### config.mk
export PLATFORM = sky130hd
export DESIGN_NAME = irq_presenter
export DESIGN_NICKNAME = d
export VERILOG_FILES = /design/src/rtl/irq_presenter.sv
export SDC_FILE = /design/constraint.sdc
export NUM_CORES = 1
export LEC_CHECK = 0
export BUFFER_PORTS_ARGS = -buffer_cell sky130_fd_sc_hd__buf_2
export CORE_AREA = 5 5 128 130
export CTS_CLUSTER_SIZE = 12
export DETAILED_ROUTE_END_ITERATION = 8
export DIE_AREA = 0 0 133 135
export GPL_TIMING_DRIVEN = 1
export PLACE_DENSITY = 0.74
export RECOVER_POWER = 25
export SLEW_MARGIN = 20
export SYNTH_ARGS = -nofsm -noshare
export SYNTH_HDL_FRONTEND = slang
export SYNTH_SLANG_ARGS = --single-unit
### constraint.sdc
create_clock -name clk -period 5.67 [get_ports clk]
set_input_delay 1.134 -clock clk [delete_from_list [all_inputs] [get_ports clk]]
set_output_delay 1.134 -clock clk [all_outputs]
set_load 0.005 [all_outputs]
### src/rtl/irq_presenter.sv
module irq_presenter #(
  parameter int SRC_W   = 24,
  parameter int PRIO_W  = 8,
  parameter int IPI_SRC = 2
) (
  input  logic                    clk,
  input  logic                    rst_n,
  input  logic                    op_valid,
  input  logic [2:0]              op_code,
  input  logic [SRC_W+PRIO_W-1:0] op_data,
  input  logic                    req_valid,
  input  logic [SRC_W-1:0]        req_src,
  input  logic [PRIO_W-1:0]       req_prio,
  output logic                    req_ready,
  output logic                    req_taken,
  output logic                    rd_valid,
  output logic [SRC_W+PRIO_W-1:0] rd_word,
  output logic [PRIO_W-1:0]       rd_ipi,
  output logic                    irq_out,
  output logic                    rej_valid,
  output logic [SRC_W-1:0]        rej_src,
  output logic                    eoi_valid,
  output logic [SRC_W-1:0]        eoi_src,
  output logic                    resend
);
  localparam int WORD_W = SRC_W + PRIO_W;
  localparam logic [PRIO_W-1:0] P_OFF = '1;
  localparam logic [SRC_W-1:0]  S_NONE = '0;
  localparam logic [SRC_W-1:0]  S_IPI = SRC_W'(IPI_SRC);
  localparam logic [2:0] OP_THR = 3'd0, OP_IPI = 3'd1, OP_ACC = 3'd2,
                         OP_POLL = 3'd3, OP_EOI = 3'd4;

  logic [PRIO_W-1:0] thr, pprio, ipri;
  logic [SRC_W-1:0]  psrc;
  logic              ext;

  logic [PRIO_W-1:0] n_thr, n_pprio, n_ipri;
  logic [SRC_W-1:0]  n_psrc, n_rej_src, n_eoi_src;
  logic              n_ext, n_irq, n_rej, n_eoi, n_resend, n_taken, n_rd, ipi_chk;

  assign req_ready = !op_valid;

  always_comb begin
    n_thr = thr; n_pprio = pprio; n_ipri = ipri; n_psrc = psrc; n_ext = ext;
    n_irq = irq_out; n_rej = 1'b0; n_rej_src = '0; n_eoi = 1'b0; n_eoi_src = '0;
    n_resend = 1'b0; n_taken = 1'b0; n_rd = 1'b0; ipi_chk = 1'b0;
    if (op_valid) begin
      case (op_code)
        OP_THR: begin
          n_thr = op_data[PRIO_W-1:0];
          if (n_thr < thr) begin
            if (psrc != S_NONE && n_thr <= pprio) begin
              n_rej = ext; n_rej_src = ext ? psrc : '0;
              n_psrc = S_NONE; n_pprio = P_OFF; n_irq = 1'b0; n_ext = 1'b0;
            end
          end else if (psrc == S_NONE) begin
            n_resend = 1'b1;
            ipi_chk = ipri < n_thr;
          end
        end
        OP_IPI: begin
          n_ipri = op_data[PRIO_W-1:0];
          ipi_chk = n_ipri < thr;
        end
        OP_ACC: begin
          n_rd = 1'b1; n_irq = 1'b0; n_thr = pprio;
          n_psrc = S_NONE; n_pprio = P_OFF; n_ext = 1'b0;
        end
        OP_POLL: n_rd = 1'b1;
        OP_EOI: begin
          n_thr = op_data[WORD_W-1:SRC_W];
          n_eoi = 1'b1; n_eoi_src = op_data[SRC_W-1:0];
          if (psrc == S_NONE) begin
            n_resend = 1'b1;
            ipi_chk = ipri < n_thr;
          end
        end
        default: ;
      endcase
    end else if (req_valid) begin
      if (req_prio >= thr || (psrc != S_NONE && pprio <= req_prio)) begin
        n_rej = 1'b1; n_rej_src = req_src;
      end else begin
        n_rej = psrc != S_NONE && ext; n_rej_src = n_rej ? psrc : '0;
        n_psrc = req_src; n_pprio = req_prio; n_ext = 1'b1;
        n_irq = 1'b1; n_taken = 1'b1;
      end
    end
    if (ipi_chk && !(n_psrc != S_NONE && n_pprio <= n_ipri)) begin
      if (n_psrc != S_NONE && n_ext) begin
        n_rej = 1'b1; n_rej_src = n_psrc;
      end
      n_psrc = S_IPI; n_pprio = n_ipri; n_ext = 1'b0; n_irq = 1'b1;
    end
  end

  always_ff @(posedge clk) begin
    if (!rst_n) begin
      thr <= '0; psrc <= S_NONE; pprio <= P_OFF; ipri <= P_OFF; ext <= 1'b0;
      irq_out <= 1'b0; rej_valid <= 1'b0; rej_src <= '0; eoi_valid <= 1'b0;
      eoi_src <= '0; resend <= 1'b0; req_taken <= 1'b0; rd_valid <= 1'b0;
      rd_word <= '0; rd_ipi <= '0;
    end else begin
      thr <= n_thr; psrc <= n_psrc; pprio <= n_pprio; ipri <= n_ipri; ext <= n_ext;
      irq_out <= n_irq; rej_valid <= n_rej; rej_src <= n_rej_src;
      eoi_valid <= n_eoi; eoi_src <= n_eoi_src; resend <= n_resend;
      req_taken <= n_taken; rd_valid <= n_rd;
      if (n_rd) begin
        rd_word <= {thr, psrc};
        rd_ipi  <= ipri;
      end
    end
  end

  AST_LINE_MATCHES_SLOT: assert property (@(posedge clk) disable iff (!rst_n)
    irq_out == (psrc != S_NONE));

  AST_REJECT_LEAVES_SLOT: assert property (@(posedge clk) disable iff (!rst_n)
    req_valid && req_ready && req_prio >= thr
    |=> rej_valid && rej_src == $past(req_src) && $stable(psrc) && !req_taken);

  AST_ACCEPT_CLEARS: assert property (@(posedge clk) disable iff (!rst_n)
    op_valid && op_code == OP_ACC
    |=> !irq_out && psrc == S_NONE && pprio == P_OFF && rd_valid);

  AST_POLL_QUIET: assert property (@(posedge clk) disable iff (!rst_n)
    op_valid && op_code == OP_POLL
    |=> $stable(thr) && $stable(psrc) && $stable(ipri) && $stable(irq_out) && !rej_valid);

  AST_IPI_HIGH_NO_EFFECT: assert property (@(posedge clk) disable iff (!rst_n)
    op_valid && op_code == OP_IPI && op_data[PRIO_W-1:0] >= thr
    |=> $stable(psrc) && $stable(irq_out) && !rej_valid);

  AST_EOI_NOTIFY: assert property (@(posedge clk) disable iff (!rst_n)
    op_valid && op_code == OP_EOI
    |=> eoi_valid && eoi_src == $past(op_data[SRC_W-1:0]));

  AST_OP_BLOCKS_REQ: assert property (@(posedge clk) disable iff (!rst_n)
    op_valid && op_code != OP_EOI && op_code != OP_THR && op_code != OP_IPI
    |=> !req_taken);
endmodule

Yosys cells after proc, flatten, opt, wreduce, memory -nomap -nowiden
Index checks and enable logic that the tools add are counted.
Word-level totals
  word-level logic and storage cells: 115
  bits of input ports: 71
  register bits after elaboration: 143
  output and inout bits: 95
Operators by class
  order comparisons: 7
  bitwise operators: 2
  reductions and logical operators: 22
  muxes and demuxes: 60
  equality and inequality tests: 8
Operators by type and width (number)
  $mux 24: 15
  $mux 8: 8
  $pmux 24 s2: 1
  $reduce_bool 24->1: 2
  $mux 1: 29
  $le 8x8->1: 3
  $logic_not 24->1: 1
  $lt 8x8->1: 3
  $pmux 8 s3: 1
  $pmux 8 s2: 1
  $ge 8x8->1: 1
  $ne 4x4->1 const B: 2
  $eq 3x2->1 const B: 2
  $logic_and 1x1->1: 6
  $pmux 1 s2: 3
  $reduce_bool 3->1: 2
  $reduce_and 5->1: 1
  $ne 4x1->1 const B: 1
  $reduce_and 2->1: 2
  $reduce_or 2->1: 2
  $eq 3x1->1 const B: 1
  $eq 3x3->1 const B: 1
  $logic_not 3->1: 1
  $ne 3x2->1 const B: 1
  7 further kinds: 9

Depth between registers and ports, before layout
  depth in word-level cells: 12
  gate-level depth with buffers: 21
  depth with buffers taken out: 18

Worst setup path before layout
Ideal clock, no wire load.
  kind: input port to flip-flop
  from: in req_prio[0]
  to: reg pprio[1]
  stages on the path: 19
  slack: 1059 ps
  arrival time: 4491 ps
  buffers on the path: 3
  cells stage by stage: inv_1 -> ha_1 -> nand2b_1 -> a211oi_1 -> o21ai_0 -> a211o_1 -> nor2_1 -> clkbuf_1 -> a21oi_1 -> ha_1 -> nand3_1 -> o21bai_1 -> a21oi_1 -> a211oi_1 -> a31o_2 -> a41o_1 -> buf_6 -> buf_6 -> a211o_1
On the way
  word-level cells in the longest chain between the ends: 11
  elaborated cells between the ends (all ways): 16
  classes of those cells: 3 x order compare; 7 x mux; 6 x reduce/logical
Ends and longest elaborated chain
  from (decl): RTL line 13  | input logic [PRIO_W-1:0] req_prio,
  $le 8x8->1: RTL line 81  | if (req_prio >= thr || (psrc != S_NONE && pprio <= req_prio)) begin
  $logic_and 1x1->1: RTL line 81
  $logic_or 1x1->1: RTL line 81
  $mux 8 / $mux 24 (equally long branches): RTL line 81
  $mux 8 / $mux 24 (equally long branches): RTL line 80  | end else if (req_valid) begin
  $mux 8 / $mux 24 (equally long branches): RTL line 47  | if (op_valid) begin
  $le 8x8->1 / $reduce_bool 24->1 (equally long branches): RTL line 89  | if (ipi_chk && !(n_psrc != S_NONE && n_pprio <= n_ipri)) begin
  $logic_and 1x1->1: RTL line 89
  $logic_not 1->1: RTL line 89
  $logic_and 1x1->1: RTL line 89
  $mux 8 (*): RTL line 89
  to (signal assigned): RTL line 104  | thr <= n_thr; psrc <= n_psrc; pprio <= n_pprio; ipri <= n_ipri; ext <= n_ext;
  to (decl): RTL line 33  | logic [PRIO_W-1:0] thr, pprio, ipri;
Mark *: on every way between the ends. The rest lies on a longest branch, timed or not.
A chain may end at the register's enable or synchronous reset.

Final worst setup path
  from: in op_data[3]
  to: reg pprio[0]
On the way
  word-level cells in the longest chain between the ends: 11
  elaborated cells between the ends (all ways): 24
  classes of those cells: 4 x order compare; 15 x mux; 5 x reduce/logical
Ends and longest elaborated chain
  from (decl): RTL line 10  | input logic [SRC_W+PRIO_W-1:0] op_data,
  $le 8x8->1: RTL line 52  | if (psrc != S_NONE && n_thr <= pprio) begin
  $logic_and 1x1->1: RTL line 52
  $mux 8 / $mux 24 (equally long branches): RTL line 52
  $mux 8 / $mux 24 (equally long branches): RTL line 51  | if (n_thr < thr) begin
  $pmux 8 s2 / $pmux 24 s2 (equally long branches): RTL line 48  | case (op_code)
  $mux 8 / $mux 24 (equally long branches): RTL line 47
  $le 8x8->1 / $reduce_bool 24->1 (equally long branches): RTL line 89
  $logic_and 1x1->1: RTL line 89
  $logic_not 1->1: RTL line 89
  $logic_and 1x1->1: RTL line 89
  $mux 8 (*): RTL line 89
Marks and branches as above.

==> metrics.cfg <==
[global_routing]
grt_pass1_wl_mm = 30.57
grt_pass1_vias = 5718
gr-total-overflow = 0
grt_max_degree = 62
antenna_found_initial = 0
track_usage_pct = 21.53

[power_and_ir_drop]
switchingPower_uw = 695.8
p_int_mw = 1.732
clkPwrFrac_pct = 43.0
power_frac_comb_pct = 13.3
max-vdd-ir-drop_mv = 0.2179
power_frac_seq_pct = 43.7
swShare_pct = 28.66
p_leak_nw = 3.562
power-per-cell-area_nw_per_um2 = 298.7

[logic_synthesis]
yosys_warnings = 0
synthMostInstantiatedCell = dfxtp_1
ys_seq_area_share_pct = 43.10
syn_nets = 904
synth.avg_cell_area_um2 = 8.516
synthTopCellsByCount = dfxtp_1, nand2_1, a21oi_1
yosysTopAreaCell = dfxtp_1
synth_area_um2 = 6643
synth_edf_count = 0
netlist_top_cells_area = dfxtp_1, ha_1, a21oi_1, nand2_1, o21ai_0
synthFlopType = dfxtp_1
ys_ff_latch = 143
yosysTopAreaCellShare_pct = 43.10
netlist_instances = 780
async_reset_ff_share_pct = 0
synth.distinct_cells = 53

[critical_path]
path_max_fanout = 18
cp-start-kind = input port
setup.worst_path.class = in -> reg
crit_family = compound AO/OA/AOI/OAI gates
ff2ff_path_depth = 20
cp.required_ns = 5.94
slowest_stage = or3b_1
slowest_delay_ns = 0.36
worstPathCellList = buf_2, ha_1, and3_1, or3b_1, a22oi_2, a31oi_1, nor2_1, buf_4, nor3_1, a21oi_1, ha_1, a21o_1, a21oi_1, a21oi_1, a211oi_1, a31o_2, a41o_1, buf_4, nor4b_1, o21ai_0
worstPathBufferInverterCount = 3
crit_top_cell = a21oi_1
cp.arrival_ns = 5.35
cp.depth = 20
endpoint_kind = flip-flop

[run]
max_cap_violations = 0

[timing]
slew_viol_final = 0
setup_tns_ns = 0
hold_viol_final = 0
max_slew_margin_pct = 38.45
min_period_ns = 5.073
rsz0062_at_grt = no
tightest_slew_ns = 0.9233
fin_hold_ws_ns = 0.4504
fin_crit_sh_pct = 89.47
setup_viol = 0
fmax_mhz = 197.1
fin_skew_ns = 0.008399

[floorplanning]
coreArea_um2 = 15030
die_area_um2 = 17960
io_pins = 166
die_h_um = 135
fp.dieW_um = 133
placement_rows = 45
start_util_pct = 44.19

[placement]
gp_congestion = 0.9212
dp_hpwl_mm = 14.91
port_buffers = 165
place_inst = 1100

[clock_tree]
ctsLongestPathBuffers = 2
clkSinkCount = 143
numCtsBuffers = 17
clk_pin_slew_ns = 0.06
htree_levels = 4
root_buffer = clkbuf_16
clk_latency_ns = 0.43
cts_tree = done
post-cts-setup-buffers = 0
post_cts_resized = 0
cts_hold_buf = 0

[cells_and_area]
multiInputGateArea_um2 = 3412
regArea_um2 = 2863
final_nets = 1056
syn_to_final_growth_pct = 22.38
final_cells = 1133
antenna_cells = 0
num-fill-cells = 1429
drive_gt1_share_pct = 20.42

[drt]
routedWlPerCell_um = 17.55
dr.pass1.iters = 5
drc = 0
vias_per_cell = 5.545
drt_wl_total_mm = 19.89
via_count = 6283
antenna_left = 0
drtIter0Drc = 501

[min_path]
hp-class = reg -> reg
worstHoldPathCells = 2

[run_status]
status = complete, no violations

## power by group through the flow
stage	sequential (mW)	clock [mW]	combinational (mW)
CTS	1.06	1.06	0.321
floorplan	1.07	0	0.210
finish	1.06	1.04	0.324
global placement	1.08	0	0.314
detailed placement	1.08	0	0.319
global route	1.06	1.10	0.361
## layer usage
metal | GRT usage (%) | wire length, µm
met1 | 28.86 | 9047
met2 | 33.75 | 8937
met3 | 5.030 | 1531
met4 | 8.256 | 372
met5 | 0 | 0
## stage by stage
stage          power [mW]  util [%]  worst slack [ns]  instance area [µm²]
5_1_grt             2.524     54.07            0.3965                 8129
2_1_floorplan       1.283         -             1.059                 6643
4_1_cts             2.443     54.23            0.7093                 8153
3_3_place_gp        1.395     50.55            0.3043                 7599
3_5_place_dp        1.401     50.55            0.2648                 7599
6_report            2.428     54.07            0.5972                 8129
## layout make-up
class,count,area share [%]
flip-flops and latches,143,35.22
inverters,48,2.216
multi-input cells,545,41.97
repair buffers,177,10.88
clock inverters,15,1.585
well taps,188,2.894
clock buffers,17,5.233
## registers in the layout, indices dropped and copies added (netlist names), 8 cells and up
signal and count:
rd_word 32, ipri 8, pprio 8, psrc 24, thr 8, rej_src 24, rd_ipi 8, eoi_src 24
## kinds of logic after synthesis
kind of cell    synth area share [%]
compound gates                 21.32
fa+ha+maj                      9.983
buf+inv                        5.613
flops                          43.10
simple gates                   17.56
mux                            2.430
## path summary, 6_finish.rpt
path              startpoint          to  slack [ns]
setup / recovery  op_data[3]    pprio[0]        0.60
hold / removal    rd_word[4]  rd_word[4]        0.45
setup reg to reg    pprio[3]    pprio[0]        0.98
hold reg to reg   rd_word[4]  rd_word[4]        0.45
## worst register-to-register path, delay by kind of cell (launching register included)
family / cells / cell delay (ns)
and+or+nand+nor: 5 / 1.08
buffers and inverters: 3 / 0.58
adders and majority gates: 2 / 0.57
DFF: 1 / 0.42
AOI/OAI and AO/OA: 10 / 1.88
## layout by cell type (no fill, tap or decap), types with 3 or more instances in the layout
| cell type | Yosys | routed |
|---|---|---|
| a31oi_1 | 5 | 5 |
| nor2b_1 | 3 | 3 |
| a211oi_1 | 13 | 13 |
| o211ai_1 | 5 | 5 |
| and2_1 | 19 | 19 |
| nor3_1 | 25 | 25 |
| clkbuf_16 | 0 | 17 |
| ha_1 | 53 | 53 |
| nand3_1 | 15 | 15 |
| clkbuf_1 | 37 | 24 |
| nand2b_1 | 4 | 4 |
| o21ai_0 | 49 | 49 |
| a22o_1 | 8 | 8 |
| nor2_1 | 45 | 43 |
| o22ai_1 | 9 | 9 |
| nor4_1 | 12 | 12 |
| mux2i_1 | 15 | 15 |
| inv_1 | 45 | 45 |
| buf_2 | 4 | 140 |
| dfxtp_1 | 143 | 143 |
| clkinvlp_4 | 0 | 6 |
| and3_1 | 10 | 10 |
| a22oi_1 | 26 | 26 |
| nand2_1 | 96 | 96 |
| a211o_1 | 10 | 10 |
| buf_4 | 0 | 11 |
| a21o_1 | 8 | 8 |
| inv_6 | 0 | 4 |
| clkinv_4 | 0 | 3 |
| nand4_1 | 7 | 7 |
| a21oi_1 | 79 | 79 |
Power figures use the tool's default switching activity.
